--- src/rtl/dtmr_pkg.sv ---
package dtmr_pkg;
  localparam int ADDR_W = 5;
  localparam int NUM_CH = 2;
  localparam int PSC_W  = 3;

  localparam logic [ADDR_W-1:0] OFS_CTRL = 5'h00;
  localparam logic [ADDR_W-1:0] OFS_STAT = 5'h04;
  localparam logic [ADDR_W-1:0] OFS_RLD0 = 5'h10;
  localparam logic [ADDR_W-1:0] OFS_VAL0 = 5'h14;
  localparam logic [ADDR_W-1:0] OFS_RLD1 = 5'h18;
  localparam logic [ADDR_W-1:0] OFS_VAL1 = 5'h1C;

  typedef struct packed {
    logic             run;
    logic             auto_rld;
    logic             ref_sel;
    logic [PSC_W-1:0] div;
  } ch_cfg_t;

  function automatic int pos_en(input int ch);
    return (ch == 0) ? 0 : 2;
  endfunction
  function automatic int pos_ar(input int ch);
    return (ch == 0) ? 1 : 3;
  endfunction
  function automatic int pos_ref(input int ch);
    return (ch == 0) ? 11 : 12;
  endfunction
  function automatic int pos_div(input int ch);
    return (ch == 0) ? 19 : 22;
  endfunction
  function automatic int pos_flag(input int ch);
    return (ch == 0) ? 0 : 8;
  endfunction
  function automatic logic [ADDR_W-1:0] ofs_val(input int ch);
    return (ch == 0) ? OFS_VAL0 : OFS_VAL1;
  endfunction
  function automatic logic [ADDR_W-1:0] ofs_rld(input int ch);
    return (ch == 0) ? OFS_RLD0 : OFS_RLD1;
  endfunction
endpackage

--- src/rtl/dtmr_prescaler.sv ---
module dtmr_prescaler #(
  parameter int PSC_W = 3
) (
  input  logic             clk,
  input  logic             rst,
  input  logic             run,
  input  logic [PSC_W-1:0] div,
  output logic             tick
);
  localparam int PC_W = (1 << PSC_W) - 1;

  logic [PC_W-1:0] pc_q;
  logic [PC_W-1:0] mask;

  always_comb begin
    for (int k = 0; k < PC_W; k++) begin
      mask[k] = (k < int'(div));
    end
  end

  always_ff @(posedge clk) begin
    if (rst || !run) pc_q <= '0;
    else             pc_q <= pc_q + PC_W'(1);
  end

  assign tick = run && ((pc_q & mask) == mask);


  prescale_idle_chk: assert property (@(posedge clk) disable iff (rst)
    !run |=> pc_q == '0);
endmodule

--- src/rtl/dtmr_evflag.sv ---
module dtmr_evflag (
  input  logic clk,
  input  logic rst,
  input  logic set_i,
  input  logic clr_i,
  output logic flag_o
);
  always_ff @(posedge clk) begin
    if (rst)        flag_o <= 1'b0;
    else if (set_i) flag_o <= 1'b1;
    else if (clr_i) flag_o <= 1'b0;
  end


  set_wins_chk: assert property (@(posedge clk) disable iff (rst)
    set_i |=> flag_o);

  clear_works_chk: assert property (@(posedge clk) disable iff (rst)
    clr_i && !set_i |=> !flag_o);

  flag_sticky_chk: assert property (@(posedge clk) disable iff (rst)
    flag_o && !clr_i |=> flag_o);
endmodule

--- src/rtl/dtmr_channel.sv ---
module dtmr_channel import dtmr_pkg::*; #(
  parameter int CNT_W = 32
) (
  input  logic             clk,
  input  logic             rst,
  input  ch_cfg_t          cfg_i,
  input  logic             ref_tick_i,
  input  logic             val_wr_i,
  input  logic             rld_wr_i,
  input  logic [CNT_W-1:0] wdata_i,
  output logic [CNT_W-1:0] cnt_o,
  output logic [CNT_W-1:0] rld_o,
  output logic             expire_o
);
  logic psc_tick;
  logic step;

  dtmr_prescaler #(.PSC_W(PSC_W)) u_psc (
    .clk  (clk),
    .rst  (rst),
    .run  (cfg_i.run),
    .div  (cfg_i.div),
    .tick (psc_tick)
  );

  assign step     = cfg_i.run && (cfg_i.ref_sel ? ref_tick_i : psc_tick);
  assign expire_o = step && !val_wr_i && (cnt_o == '0);

  always_ff @(posedge clk) begin
    if (rst) begin
      cnt_o <= '0;
    end else if (val_wr_i) begin
      cnt_o <= wdata_i;
    end else if (step) begin
      if (cnt_o != '0)         cnt_o <= cnt_o - CNT_W'(1);
      else if (cfg_i.auto_rld) cnt_o <= rld_o;
    end
  end

  always_ff @(posedge clk) begin
    if (rst)           rld_o <= '0;
    else if (rld_wr_i) rld_o <= wdata_i;
  end


  value_load_chk: assert property (@(posedge clk) disable iff (rst)
    val_wr_i |=> cnt_o == $past(wdata_i));

  idle_hold_chk: assert property (@(posedge clk) disable iff (rst)
    !cfg_i.run && !val_wr_i |=> $stable(cnt_o));

  reload_chk: assert property (@(posedge clk) disable iff (rst)
    expire_o && cfg_i.auto_rld |=> cnt_o == $past(rld_o));

  oneshot_zero_chk: assert property (@(posedge clk) disable iff (rst)
    expire_o && !cfg_i.auto_rld |=> cnt_o == '0);

  ref_gate_chk: assert property (@(posedge clk) disable iff (rst)
    cfg_i.ref_sel && !ref_tick_i && !val_wr_i |=> $stable(cnt_o));
endmodule

--- src/rtl/dual_down_timer.sv ---
module dual_down_timer import dtmr_pkg::*; #(
  parameter int CNT_W = 32
) (
  input  logic              clk,
  input  logic              rst,
  input  logic              ref_tick,
  input  logic              bus_wr,
  input  logic [ADDR_W-1:0] bus_addr,
  input  logic [CNT_W-1:0]  bus_wdata,
  output logic [CNT_W-1:0]  bus_rdata,
  output logic [NUM_CH-1:0] irq
);
  logic ctrl_wr;
  logic stat_wr;
  logic [NUM_CH-1:0] en_q;
  logic [NUM_CH-1:0] ar_q;
  logic [NUM_CH-1:0] ref_q;
  logic [NUM_CH-1:0] expire;
  logic [NUM_CH-1:0] flag;
  logic [PSC_W-1:0]  div_q [NUM_CH];
  logic [CNT_W-1:0]  cnt   [NUM_CH];
  logic [CNT_W-1:0]  rld   [NUM_CH];
  logic [CNT_W-1:0]  ctrl_word;
  logic [CNT_W-1:0]  stat_word;

  assign ctrl_wr = bus_wr && (bus_addr == OFS_CTRL);
  assign stat_wr = bus_wr && (bus_addr == OFS_STAT);

  for (genvar gi = 0; gi < NUM_CH; gi++) begin : g_ch
    localparam int EP = pos_en(gi);
    localparam int AP = pos_ar(gi);
    localparam int RP = pos_ref(gi);
    localparam int DP = pos_div(gi);
    localparam int FP = pos_flag(gi);

    logic             en_r;
    logic             ar_r;
    logic             ref_r;
    logic [PSC_W-1:0] div_r;
    ch_cfg_t          cfg;

    always_ff @(posedge clk) begin
      if (rst) begin
        en_r  <= 1'b0;
        ar_r  <= 1'b0;
        ref_r <= 1'b0;
        div_r <= '0;
      end else if (ctrl_wr) begin
        en_r  <= bus_wdata[EP];
        ar_r  <= bus_wdata[AP];
        ref_r <= bus_wdata[RP];
        div_r <= bus_wdata[DP +: PSC_W];
      end else if (expire[gi] && !ar_r) begin
        en_r  <= 1'b0;
      end
    end

    assign en_q[gi]  = en_r;
    assign ar_q[gi]  = ar_r;
    assign ref_q[gi] = ref_r;
    assign div_q[gi] = div_r;
    assign cfg       = '{run: en_r, auto_rld: ar_r, ref_sel: ref_r, div: div_r};

    dtmr_channel #(.CNT_W(CNT_W)) u_chan (
      .clk        (clk),
      .rst        (rst),
      .cfg_i      (cfg),
      .ref_tick_i (ref_tick),
      .val_wr_i   (bus_wr && (bus_addr == ofs_val(gi))),
      .rld_wr_i   (bus_wr && (bus_addr == ofs_rld(gi))),
      .wdata_i    (bus_wdata),
      .cnt_o      (cnt[gi]),
      .rld_o      (rld[gi]),
      .expire_o   (expire[gi])
    );

    dtmr_evflag u_flag (
      .clk    (clk),
      .rst    (rst),
      .set_i  (expire[gi]),
      .clr_i  (stat_wr && !bus_wdata[FP]),
      .flag_o (flag[gi])
    );

    assign irq[gi] = flag[gi];


    oneshot_stop_chk: assert property (@(posedge clk) disable iff (rst)
      expire[gi] && !ar_r && !ctrl_wr |=> !en_r);

    autorld_keep_chk: assert property (@(posedge clk) disable iff (rst)
      expire[gi] && ar_r && !ctrl_wr |=> en_r);
  end

  always_comb begin
    ctrl_word = '0;
    stat_word = '0;
    for (int i = 0; i < NUM_CH; i++) begin
      ctrl_word[pos_en(i)]           = en_q[i];
      ctrl_word[pos_ar(i)]           = ar_q[i];
      ctrl_word[pos_ref(i)]          = ref_q[i];
      ctrl_word[pos_div(i) +: PSC_W] = div_q[i];
      stat_word[pos_flag(i)]         = flag[i];
    end
  end

  always_ff @(posedge clk) begin
    if (rst) begin
      bus_rdata <= '0;
    end else begin
      case (bus_addr)
        OFS_CTRL: bus_rdata <= ctrl_word;
        OFS_STAT: bus_rdata <= stat_word;
        OFS_RLD0: bus_rdata <= rld[0];
        OFS_VAL0: bus_rdata <= cnt[0];
        OFS_RLD1: bus_rdata <= rld[1];
        OFS_VAL1: bus_rdata <= cnt[1];
        default:  bus_rdata <= '0;
      endcase
    end
  end


  irq_follow_chk: assert property (@(posedge clk) disable iff (rst)
    $rose(irq[0]) |-> $past(expire[0]));
endmodule

--- config.mk ---
export PLATFORM = sky130hd
export DESIGN_NAME = dual_down_timer
export DESIGN_NICKNAME = d
export VERILOG_FILES = /design/src/rtl/dtmr_pkg.sv /design/src/rtl/dtmr_prescaler.sv /design/src/rtl/dtmr_evflag.sv /design/src/rtl/dtmr_channel.sv /design/src/rtl/dual_down_timer.sv
export SDC_FILE = /design/constraint.sdc
export NUM_CORES = 1
export LEC_CHECK = 0
export BUFFER_PORTS_ARGS = -buffer_cell sky130_fd_sc_hd__buf_2
export CORE_MARGIN = 1.5
export CORE_UTILIZATION = 60
export CTS_CLUSTER_DIAMETER = 200
export DETAILED_ROUTE_END_ITERATION = 8
export PLACE_DENSITY = 0.82
export SETUP_SLACK_MARGIN = 0.3
export SLEW_MARGIN = 20
export SYNTH_ARGS = -nofsm -noshare
export SYNTH_HDL_FRONTEND = slang
export SYNTH_SLANG_ARGS = --single-unit
--- constraint.sdc ---
create_clock -name clk -period 2.9 [get_ports clk]
set_clock_uncertainty 0.2 [all_clocks]
set_input_delay 0.29 -clock clk [delete_from_list [all_inputs] [get_ports clk]]
set_output_delay 0.29 -clock clk [all_outputs]
set_load 0.02 [all_outputs]
==> results of run 1 <==
[metal layers]
layer	up-vias	wire (µm)	GRT usage [%]
li1	5027	-	-
met1	5248	14200	53.9
met2	858	16900	65.9
met3	185	4080	7.15
met4	0	2770	28.3
met5	-	0	0
[worst max-delay path: stages (launching register included)]
cell	delay, ns
dfxtp_1	0.32
buf_4	0.16
or4_1	0.56
buf_4	0.21
o41ai_1	0.28
o21ai_0	0.18
mux2i_1	0.16
nor3_1	0.06
a211oi_1	0.27
nor3_1	0.09
[cell usage after synthesis, types with 20 or more instances]
| master | count |
|---|---|
| o22a_1 | 20 |
| nor2_1 | 134 |
| o21ai_0 | 63 |
| clkbuf_1 | 69 |
| a21oi_1 | 137 |
| nand2_1 | 250 |
| a31oi_1 | 20 |
| mux2i_1 | 41 |
| nand3_1 | 31 |
| nor3_1 | 35 |
| a211oi_1 | 30 |
| dfxtp_1 | 188 |
[power by group]
part	leakage (nW)	switching [mW]	internal [mW]
clock	0.253	1.04	1.13
sequential	1.52	0.0310	2.60
combinational	2.86	0.897	0.592
total	4.63	1.97	4.32
[flip-flops by register name, summed over array words and instances, names as in the netlist]
signal,count
bus_rdata,32
g_ch.ar_r,2
g_ch.div_r,6
g_ch.en_r,2
g_ch.ref_r,2
g_ch.u_chan.cnt_o,64
g_ch.u_chan.rld_o,64
g_ch.u_chan.u_psc.pc_q,14
g_ch.u_flag.flag_o,2
[worst max path at each step]
stage,endpoint
6_report,g_ch[0].u_chan.cnt_o[11]
5_1_grt,g_ch[0].u_chan.cnt_o[11]
4_1_cts,g_ch[0].u_chan.cnt_o[13]
3_5_place_dp,g_ch[1].u_chan.cnt_o[18]
3_3_place_gp,g_ch[1].u_chan.cnt_o[18]
2_1_floorplan,g_ch[1].u_chan.cnt_o[31]
[final cells by class]
class                           instances  area (µm²)  share of cell area, %
Inverter                               18        67.6                  0.548
Multi-Input combinational cell       1012        5990                   48.6
Clock inverter                          9        68.8                  0.558
Tap cell                              220         275                   2.23
Sequential cell                       188        3780                   30.7
Timing Repair Buffer                  222        1690                   13.7
Clock buffer                           19         453                   3.67
[cell families after synthesis]
family,Yosys count,synth area share (%)
AO/OA/AOI/OAI,396,25.7
XOR/XNOR,11,0.962
adder cells (fa/ha/maj),6,0.750
buffers and inverters,114,4.86
flip-flops,188,37.6
multiplexers,41,4.10
AND/OR/NAND/NOR,558,26.0
[metrics by stage]
step           instances  util (%)  total power, mW  setup slack [ns]  hold slack, ns
3_5_place_dp        1592      66.1             3.84            0.0526           0.258
6_report            1688      74.9             6.30             0.292          0.0847
4_1_cts             1673      72.9             6.12             0.275          0.0698
5_1_grt             1688      74.9             6.46             0.142          0.0782
3_3_place_gp        1592      66.1             3.83             0.121           0.256
2_1_floorplan       1314         -             3.47             0.302           0.198
[timing repair]
action,in CTS,in global routing
gates cloned,0,2
gates resized for setup,28,37
hold buffers,32,0
pin swaps,12,12
setup endpoints to repair,58,62
endpoints found under the hold margin,86,0
buffers inserted,21,13
==> results.sh, run 1 <==
export IMPL_outcome="finished clean"
export IMPL_start_util_pct=60.8
export IMPL_antenna_cells=0
export IMPL_holdPathStages=2
export IMPL_antenna_found_initial=0
export IMPL_cts_buffer_depth=2
export IMPL_overflow=0
export IMPL_cp_max_fo=9
export IMPL_fmax_mhz=383
export IMPL_most_common_layout_cells="248 x nand2_1, 178 x dfxtp_1, 137 x a21oi_1"
export IMPL_syn_inst=1314
export IMPL_grt_max_degree=61
export IMPL_clkLatencyLatePin_ns=0.44
export IMPL_wl_per_cell_um=22.5
export IMPL_fp_dieH_um=132
export IMPL_clkSinkCount=188
export IMPL_synth_edff_count=0
export IMPL_cp_startpoint="g_ch[0].u_chan.cnt_o[0]"
export IMPL_ant_nets=0
export IMPL_reg2reg_to="g_ch[0].u_chan.cnt_o[11]"
export IMPL_grt_pass1_vias=10290
export IMPL_hold_class="in2reg"
export IMPL_nets=1506
export IMPL_synth_nets=1361
export IMPL_synth_seq_cells=188
export IMPL_die_area_um2=17500
export IMPL_filler_cell_count=1280
export IMPL_first_pass_iters=6
export IMPL_synth_warnings=0
export IMPL_io_pins=75
export IMPL_relSlewSlack_pct=49.6
export IMPL_power_density_nw_per_um2=511
export IMPL_tns_ns=0
export IMPL_cp_start_kind="flop"
export IMPL_crit_required_ns=3.02
export IMPL_yosys_top_cells_area="dfxtp_1 38%, nand2_1 9.4%, a21oi_1 6.8%"
export IMPL_track_usage_pct=42.3
export IMPL_synth_top_area_share_pct=37.6
export IMPL_netlist_area_um2=10000
export IMPL_worst_setup_path_end_kind="flop"
export IMPL_hpwl_um=25500
export IMPL_ys_flop_type="dfxtp_1"
export IMPL_total_leakage_power_nw=4.63
export IMPL_final_area_um2=12300
export IMPL_grt_pass1_wl_um=57400
export IMPL_synthArstFlopShare_pct=0
export IMPL_critPathKind="reg2reg"
export IMPL_h_tree_depth=4
export IMPL_fin_crit_sh_pct=89.9
export IMPL_place_congestion=0.984
export IMPL_area_delta_synth_final_pct=23.1
export IMPL_drt_total_wl_um=38000
export IMPL_synthDistinctLibCells=83
export IMPL_port_buffers=74
export IMPL_layout_commonest_cell="nand2_1"
export IMPL_cts_buffers=17
export IMPL_drt_iter0_markers=1637
export IMPL_r2r_setup_slack_ns=0.29
export IMPL_die_w_um=132
export IMPL_rsz0062_at_grt="true"
export IMPL_drc=0
export IMPL_rr_worst_depth=9
export IMPL_setup_viol=0
export IMPL_ir_worst_vdd_uv=461
export IMPL_synth_avg_cell_area_um2=7.62
export IMPL_root_buffer="clkbuf_16"
export IMPL_worstReg2RegStart="g_ch[0].u_chan.cnt_o[0]"
export IMPL_tightest_slew_ns=0.754
export IMPL_hold_path_endpoint="g_ch[0].u_chan.rld_o[1]"
export IMPL_core_area_um2=16500
export IMPL_rows=47
export IMPL_final_max_slew_viol_count=0
export IMPL_fin_crit_ns=2.61
export IMPL_netlist_top_cell_by_area="dfxtp_1"
export IMPL_via_per_inst=6.70
export IMPL_cts_tree="built"
export IMPL_vias=11318
export IMPL_min_delay_start="rst"
export IMPL_clkSlewWorstSetupHoldPaths_ns=0.07
export IMPL_critPathArrivalTime_ns=2.73
export IMPL_yosysSeqAreaShare_pct=37.6
export IMPL_drv_cap=0
export IMPL_place_area_um2=10900
export IMPL_hold_viol=0
export IMPL_layout_drive_gt1_share_pct=19.6
Note: power is estimated with default switching activity, not from simulation.
==> run 2: changes to the inputs <==
Settings changed: RECOVER_POWER set to 100.
==> run 2 against run 1 <==
- final cell count stayed put
- critical path depth up 1
- highest routed layer unchanged
- clock-buffer cell count is the same
- clock power barely moved
- global-route usage did not move
- combinational power shrank 3%
==> results.sh, run 2 (same netlist as run 1, synthesis figures left out) <==
export IMPL_outcome="finished clean"
export IMPL_vias=11277
export IMPL_cpMaxStageDelayCell="dfxtp_1"
export IMPL_grt_max_degree=61
export IMPL_clkSlewWorstSetupHoldPaths_ns=0.07
export IMPL_max_stage_delay_ns=0.40
export IMPL_place_congestion=0.984
export IMPL_path_cells="inv_1 > ha_1 > and2_1 > nand4_1 > buf_4 > nor2_1 > nor2_2 > clkbuf_1 > a21boi_0 > o221a_2"
export IMPL_critPathKind="reg2reg"
export IMPL_total_leakage_power_nw=4.41
export IMPL_via_per_inst=6.68
export IMPL_place_inst=1592
export IMPL_rows=47
export IMPL_start_util_pct=60.8
export IMPL_layout_commonest_cell="nand2_1"
export IMPL_most_common_layout_cells="248 x nand2_1, 178 x dfxtp_1, 137 x a21oi_1"
export IMPL_grt_pass1_vias=10290
export IMPL_h_tree_depth=4
export IMPL_antenna_found_initial=0
export IMPL_hold_viol=0
export IMPL_wl_per_cell_um=22.4
export IMPL_antenna_cells=0
export IMPL_filler_cell_count=1324
export IMPL_setup_viol=0
export IMPL_multi_input_area_um2=5950
export IMPL_drc=0
export IMPL_cts_buffers=17
export IMPL_crit_required_ns=3.04
export IMPL_reg_largest_list="g_ch.u_chan.cnt_o x64, g_ch.u_chan.rld_o x64, bus_rdata x32"
export IMPL_cts_buffer_depth=2
export IMPL_hpwl_um=25500
export IMPL_fp_dieH_um=132
export IMPL_die_area_um2=17500
export IMPL_place_ws_ns=0.0526
export IMPL_root_buffer="clkbuf_16"
export IMPL_io_pins=75
export IMPL_clkLatencyLatePin_ns=0.44
export IMPL_port_buffers=74
export IMPL_overflow=0
export IMPL_cp_max_fo=9
export IMPL_layout_drive_gt1_share_pct=15.9
export IMPL_final_max_slew_viol_count=0
export IMPL_clkSinkCount=188
export IMPL_drt_iter0_markers=1645
export IMPL_power_mw=6.26
export IMPL_grt_pass1_wl_um=57400
export IMPL_register_area_um2=3780
export IMPL_relSlewSlack_pct=34.9
export IMPL_track_usage_pct=42.3
export IMPL_power_density_nw_per_um2=514
export IMPL_hold_class="in2reg"
export IMPL_cp_start_kind="flop"
export IMPL_drt_total_wl_um=37700
export IMPL_cp_top_family="simple AND/OR/NAND/NOR gates"
export IMPL_cts_tree="built"
export IMPL_ant_nets=0
export IMPL_die_w_um=132
export IMPL_fin_crit_ns=2.74
export IMPL_core_area_um2=16500
export IMPL_setup_ws_ns=0.160
export IMPL_fmax_mhz=365
export IMPL_ir_worst_vdd_uv=458
export IMPL_rsz0062_at_grt="true"
export IMPL_final_util_pct=73.9
export IMPL_first_pass_iters=9
export IMPL_fin_cells=1688
export IMPL_nets=1506
export IMPL_drv_cap=0
export IMPL_tns_ns=0
export IMPL_tightest_slew_ns=0.976
export IMPL_critPathBufInv=3
export IMPL_area_delta_synth_final_pct=21.6
export IMPL_critPathArrivalTime_ns=2.88
export IMPL_fin_crit_sh_pct=94.5
export IMPL_worst_setup_path_end_kind="flop"
[run 2: cell count changes in the layout (fill, tap and decap cells not counted), moves of 2 or more]
cell      delta
nor2_2       +2
and2_0       +3
clkbuf_1    +48
buf_4       -14
o21ai_0      +2
and2_1       -3
o21ai_1      -2
clkbuf_2     +3
nor2_4       -3
buf_2       -36
[run 2: final timing paths]
kind                                start                       end  slack (ns)  depth (start not counted)
setup / recovery  g_ch[0].u_chan.cnt_o[1]   g_ch[0].u_chan.cnt_o[9]        0.16                         10
hold / removal                        rst  g_ch[0].u_chan.rld_o[20]        0.09                          2
hold reg to reg   g_ch[1].u_chan.rld_o[6]   g_ch[1].u_chan.rld_o[6]        0.28                          2
setup reg to reg  g_ch[0].u_chan.cnt_o[1]   g_ch[0].u_chan.cnt_o[9]        0.16                         10
[run 2: metal layers]
layer / share of wire [%] / GRT usage (%) / up-vias
met5: 0 / 0 / -
li1: - / - / 5027
met2: 45 / 65.9 / 864
met1: 37 / 53.9 / 5200
met4: 7.1 / 28.3 / 0
met3: 11 / 7.15 / 186
[run 2: power breakdown]
group | switching [mW] | internal (mW)
clock | 1.04 | 1.13
sequential | 0.0310 | 2.60
combinational | 0.884 | 0.569
[run 2: area by class of cell]
class / count / share of cell area [%]
Inverter: 18 / 0.555
Multi-Input combinational cell: 1012 / 48.9
Clock buffer: 19 / 3.72
Timing Repair Buffer: 222 / 13.0
Tap cell: 220 / 2.26
Clock inverter: 9 / 0.565
Sequential cell: 188 / 31.0
[run 2: metrics by stage]
step | hold WS (ns) | area [µm²]
after floorplan | 0.198 | 10000
after global placement | 0.256 | 10900
after detailed placement | 0.258 | 10900
after CTS | 0.0698 | 12000
after global routing | 0.0782 | 12200
final | 0.0905 | 12200
[run 2: what timing repair did]
action / 4_1_cts / 5_1_grt
pin swaps: 12 / 12
endpoints found under the setup margin: 58 / 62
endpoints found under the hold margin: 86 / 0
cloned: 0 / 2
buffers inserted: 21 / 13
gates resized for setup: 28 / 37
hold buffers: 32 / 0
